**src/rtl/cfg_serial_port.sv**
```systemverilog
module cfg_serial_port #(
  parameter int          SYNC_STAGES = 2,
  parameter logic [5:0]  DEF0 = 6'h01,
  parameter logic [5:0]  DEF1 = 6'h01,
  parameter logic [5:0]  DEF2 = 6'h20,
  parameter logic [5:0]  DEF3 = 6'h00
) (
  input  logic       clk,
  input  logic       arst,
  input  logic       ser_clk,
  input  logic       ser_dat,
  input  logic       ser_latch_n,
  input  logic       conv_busy,
  output logic [5:0] cfg0,
  output logic [5:0] cfg1,
  output logic [5:0] cfg2,
  output logic [5:0] cfg3
);

  localparam int BYTE_W = 8;
  localparam int CNT_W  = $clog2(BYTE_W + 1);

  logic [SYNC_STAGES-1:0] sc_q, sd_q, sl_q;
  logic                   sc_prev, sl_prev;
  logic [BYTE_W-1:0]      shreg;
  logic [CNT_W-1:0]       nbits;
  logic [5:0]             bank [4];

  always_ff @(posedge clk or posedge arst) begin
    if (arst) begin
      sc_q    <= '0;
      sd_q    <= '0;
      sl_q    <= '1;
      sc_prev <= 1'b0;
      sl_prev <= 1'b1;
    end else begin
      sc_q    <= {sc_q[SYNC_STAGES-2:0], ser_clk};
      sd_q    <= {sd_q[SYNC_STAGES-2:0], ser_dat};
      sl_q    <= {sl_q[SYNC_STAGES-2:0], ser_latch_n};
      sc_prev <= sc_q[SYNC_STAGES-1];
      sl_prev <= sl_q[SYNC_STAGES-1];
    end
  end

  wire latch_cur  = sl_q[SYNC_STAGES-1];
  wire latch_rise = latch_cur & ~sl_prev;
  wire clk_rise   = sc_q[SYNC_STAGES-1] & ~sc_prev & ~latch_cur;
  wire full_byte  = (nbits == CNT_W'(BYTE_W));
  wire commit     = latch_rise & full_byte & ~conv_busy;

  always_ff @(posedge clk or posedge arst) begin
    if (arst) begin
      shreg <= '0;
      nbits <= '0;
    end else if (latch_rise) begin
      nbits <= '0;
    end else if (clk_rise) begin
      shreg <= {shreg[BYTE_W-2:0], sd_q[SYNC_STAGES-1]};
      if (!full_byte) nbits <= nbits + 1'b1;
    end
  end

  localparam logic [23:0] DEFS = {DEF3, DEF2, DEF1, DEF0};

  for (genvar i = 0; i < 4; i++) begin : g_reg
    always_ff @(posedge clk or posedge arst) begin
      if (arst)
        bank[i] <= DEFS[6*i +: 6];
      else if (commit && shreg[1:0] == 2'(i))
        bank[i] <= shreg[7:2];
    end
  end

  assign cfg0 = bank[0];
  assign cfg1 = bank[1];
  assign cfg2 = bank[2];
  assign cfg3 = bank[3];

  wire [23:0] bank_flat = {cfg3, cfg2, cfg1, cfg0};

  assert_busy_blocks_R6: assert property (@(posedge clk) disable iff (arst)
    latch_rise && conv_busy |=> $stable(bank_flat));

  assert_short_blocks_R5: assert property (@(posedge clk) disable iff (arst)
    latch_rise && nbits < CNT_W'(BYTE_W) |=> $stable(bank_flat));

  assert_idle_hold_R3: assert property (@(posedge clk) disable iff (arst)
    !latch_rise |=> $stable(bank_flat));

  assert_one_target_R3: assert property (@(posedge clk) disable iff (arst)
    $countones({cfg3 != $past(cfg3), cfg2 != $past(cfg2),
                cfg1 != $past(cfg1), cfg0 != $past(cfg0)}) <= 1);

  assert_count_bound_R4: assert property (@(posedge clk) disable iff (arst)
    nbits <= CNT_W'(BYTE_W));

  assert_idle_no_count_R7: assert property (@(posedge clk) disable iff (arst)
    latch_cur && !latch_rise |=> $stable(nbits));

endmodule

```
**config.mk**
```make
export PLATFORM = sky130hd
export DESIGN_NAME = cfg_serial_port
export DESIGN_NICKNAME = d
export VERILOG_FILES = /design/src/rtl/cfg_serial_port.sv
export SDC_FILE = /design/constraint.sdc
export NUM_CORES = 1
export LEC_CHECK = 0
export ABC_AREA = 1
export BUFFER_PORTS_ARGS = -buffer_cell sky130_fd_sc_hd__buf_4
export CORE_MARGIN = 2
export CORE_UTILIZATION = 58
export CTS_BUF_LIST = sky130_fd_sc_hd__clkbuf_4 sky130_fd_sc_hd__clkbuf_8 sky130_fd_sc_hd__clkbuf_16
export DETAILED_ROUTE_END_ITERATION = 8
export PLACE_DENSITY_LB_ADDON = 0.05
export SLEW_MARGIN = 20
export SYNTH_ARGS = -nofsm -noshare
export SYNTH_HDL_FRONTEND = slang
export SYNTH_SLANG_ARGS = --single-unit
```
**constraint.sdc**
```tcl
create_clock -name clk -period 3.95 [get_ports clk]
set_input_delay 0.5925 -clock clk [delete_from_list [all_inputs] [get_ports clk]]
set_output_delay 0.5925 -clock clk [all_outputs]
set_load 0.02 [all_outputs]
```
---- Word level (Yosys, flattened, before mapping) ----
Index checks and enable logic that the tools add are counted.
storage, ports and cells
  input port bits ......................... 6
  output and inout port bits .............. 24
  logic and storage cells ................. 38
  bits in registers ....................... 44
cells by class
  reductions and logical operators ........ 8
  bitwise operators ....................... 10
  add/sub/neg operators ................... 1
  equality and inequality tests ........... 5
  multiplexer cells ....................... 3
operator list
  operator             number
  $mux 4               3
  $and 1x1->1          5
  $not 1->1            5
  $add 4x1->4 const B  1
  $eq 2x2->1 const B   2
  $eq 4x4->1 const B   1
  $logic_and 1x1->1    4
  $reduce_and 2->1     2
  $eq 2x1->1 const B   1
  $logic_not 2->1      1
  $ne 2x2->1 const B   1
  $reduce_bool 2->1    1

---- Depth between registers and ports, before layout ----
  depth after elaboration ................. 5
  gate-level depth with buffers ........... 8
  gate-level depth less buffers ........... 8

---- Worst setup path before layout ----
Ideal clock, no wire load.
  path type ............................... register -> register
  from .................................... register nbits[0]
  to ...................................... register bank (netlist bit cfg3[0])
  buffers on the path ..................... 1
  period minus slack after synthesis ...... 1.330 ns
  data required time ...................... 3.830 ns
  arrival time ............................ 1.210 ns
  setup slack ............................. 2.620 ns
  cell stages (with the launch flop) ...... 9
  library setup time ...................... 0.120 ns
  cells stage by stage .................... dfrtp_1 -> inv_1 -> ha_1 -> nand2_2 -> nor2_4 -> nand3_1 -> buf_6 -> nand2_1 -> o21ai_2
on the way
  longest elaborated chain between the ends .. 4
ends and longest elaborated chain
  item                            RTL line  source
  start: declaration              26        logic [CNT_W-1:0] nbits;
  start signal: assignment        59        if (!full_byte) nbits <= nbits + 1'b1;
  $eq 4x4->1                      48        wire full_byte = (nbits == CNT_W'(BYTE_W));
  $and 1x1->1 (2 in a row)        49        wire commit = latch_rise & full_byte & ~conv_busy;
  $logic_and 1x1->1               69        else if (commit && shreg[1:0] == 2'(i))
  end signal: indexed assignment  68        bank[i] <= DEFS[6*i +: 6];
  end signal: indexed assignment  70        bank[i] <= shreg[7:2];
  end: declaration                27        logic [5:0] bank [4];
Every way passes these cells.
A chain may end at the register's enable or synchronous reset.

---- Worst setup path after layout ----
  from .................................... register nbits[0]
  to ...................................... register bank (netlist bit cfg3[3])
Same word-level chain as after synthesis.

==> qor.yml <==
htree_levels: 2
ys_ff_latch: 44
fin_util_pct: 72.21
finalSetupTns_ps: 0
syn_area_um2: 1750
num_vias: 1256
hold_class: "primary input to flip-flop"
clock_latency_ps: 350
cp_num_cells: 7
grt_pass1_wl_um: 5271
peakVddDrop_uv: 296.9
routed.top_layer: "met4"
wl_met3_um: 153
required_ps: 4180
r2r_cells: 7
cp_slowest_cell: "dfrtp_1"
filler_cell_count: 225
rsz0062_at_grt: "false"
nNetsFinal: 218
fmax_mhz: 592.1
io_pins: 30
initial_utilization_pct: 62.40
critical_path_buf_inv_count: 1
crit_family: "simple AND/OR/NAND/NOR gates"
viasPerCell: 5.190
portBuffers: 29
final_cells: 242
power.leakage_uw: 0.001016
first_iter_violations: 58
synth_fa_ha_area_share_pct: 1.430
finalPower_uw: 822.9
syn_to_final_growth_pct: 15.73
cts.sinks: 44
synth_warnings: 0
hold_depth: 1
met1Wirelength_um: 1400
multi_input_area_um2: 520.5
synth_top_family_by_area: "simple AND/OR/NAND/NOR gates"
crit_fanout: 12
maxSlewHeadroom_pct: 64.80
die_area_um2: 3473
grt_overflow: 0
synth_cell_type_count: 16
path_cells: "inv_1 -> ha_1 -> nand2_2 -> nor2_4 -> nand3_1 -> nand2_1 -> o21ai_2"
ant_nets: 0
grt_pass1_vias: 1150
p_per_area_nw_per_um2: 406.2
yosys.area_share.simple_pct: 17.80
drive_gt1_share_pct: 24.64
synth_mux_area_share_pct: 0
die_h_um: 58.94
period_minus_slack_ps: 1689
drv_cap: 0
max_stage_delay_ps: 450
ys_seq_area_share_pct: 63.33
core-area_um2: 2805
root_buffer: "clkbuf_4"
syn_area_per_cell_um2: 9.834
setup_viol: 0
arrival_ps: 1920
cts_inserted_buffers: 5
rows: 19
finalHoldViolations: 0
dr.pass1.iters: 6
cts_setup_buffers: 0
start_kind: "flip-flop"
syn_nets: 186
clock_tree.buffer_depth: 2
violations: "design-rule violations"
post-route-period-util_pct: 42.76
grt_max_degree: 45
seqCellArea_um2: 1109
synth_xor_area_share_pct: 0
synth_compound_gate_area_share_pct: 10.51
grt_antenna_before_repair: 0
clk_pin_slew_ps: 120
finClkSkew_ps: 4.659
place_hpwl_um: 2222
totalWireLength_um: 3096
diodes: 0
tightest_slew_ps: 526.5
die_x_um: 58.94
postCtsHoldBufs: 0
grt.total_usage_pct: 20.72
worst-setup-path-type: "flip-flop to flip-flop"
status: "complete, but fails checks"
met2_length_um: 1486
cts-resized-gates: 0
syn_inst: 178
numPlacedInstances: 234
drc: 3
endpoint_kind: "flip-flop"
place.gp.congestion: 0.7673
slew_violations: 0
wl_per_cell_um: 12.79
cts_tree: "yes"
## layer usage
layer  up-vias  GRT usage [%]
li1        631              -
met1       586          28.89
met2        32          32.06
met3         7          4.615
met4         0          7.792
met5         -              0
## report_power, final
group | switching [µW] | internal [µW] | total [µW]
Clock | 135 | 84.8 | 220
Sequential | 24.0 | 481 | 505
Combinational | 69.7 | 28.2 | 97.9
Total | 229 | 594 | 823
## cells in the mapped netlist (all sizes together)
cell	n	area share [%]
dfstp	6	9.0
o21ai	31	9.9
nand3	8	2.3
nand2	55	12
nand4	1	0.36
a21oi	2	0.57
nor2	11	3.2
buf	5	2.9
ha	2	1.4
inv	19	4.1
dfrtp	38	54
## layout by cell type, fill, tap and decap left out, drive strengths merged
cell type   n
nand2      55
dfrtp      38
o21ai      31
buf        30
inv        19
nor2       11
nand3       8
dfstp       6
clkbuf      6
a21oi       2
ha          2
clkinv      2
nand4       1
## flip-flops by register name, summed over array words and instances (netlist names)
name     flops
shreg        8
cfg0         6
cfg1         6
cfg2         6
cfg3         6
nbits        4
sc_q         2
sd_q         2
sl_q         2
sc_prev      1
sl_prev      1
## cell type report
| class | instances | area share, % |
|---|---|---|
| timing repair buffer | 30 | 11.12 |
| inverter | 19 | 3.521 |
| clock inverter | 2 | 0.4941 |
| tap | 31 | 1.915 |
| clock buffer | 6 | 2.532 |
| sequential | 44 | 54.73 |
| multi-input combinational | 110 | 25.69 |
## path summary, 6_finish.rpt
path                                   from  slack [ps]  endpoint
min in group asynchronous              arst         370   sc_prev
max in group asynchronous              arst        3210   cfg0[0]
worst min-delay path            ser_latch_n         340   sl_q[0]
worst max-delay path               nbits[0]        2260   cfg3[3]
worst min register to register      sc_q[0]         360   sc_q[1]
worst max register to register     nbits[0]        2260   cfg3[3]
## stage by stage
step	instance area (µm²)	hold slack, ps	setup WS (ps)
finish	2026	339.1	2261
floorplan	1750	331.2	2336
global placement	1964	332.5	2365
detailed placement	1964	335.6	2269
global route	2026	317.2	2102
CTS	2026	326.4	2250
## cell families (layout without fill, tap and decap cells)
family / count (synthesis) / count (layout)
buffers and inverters: 24 / 57
flip-flops: 44 / 44
adder cells (fa/ha/maj): 2 / 2
AO/OA/AOI/OAI: 33 / 33
AND/OR/NAND/NOR: 75 / 75
Note: power is estimated with default switching activity, not from simulation.
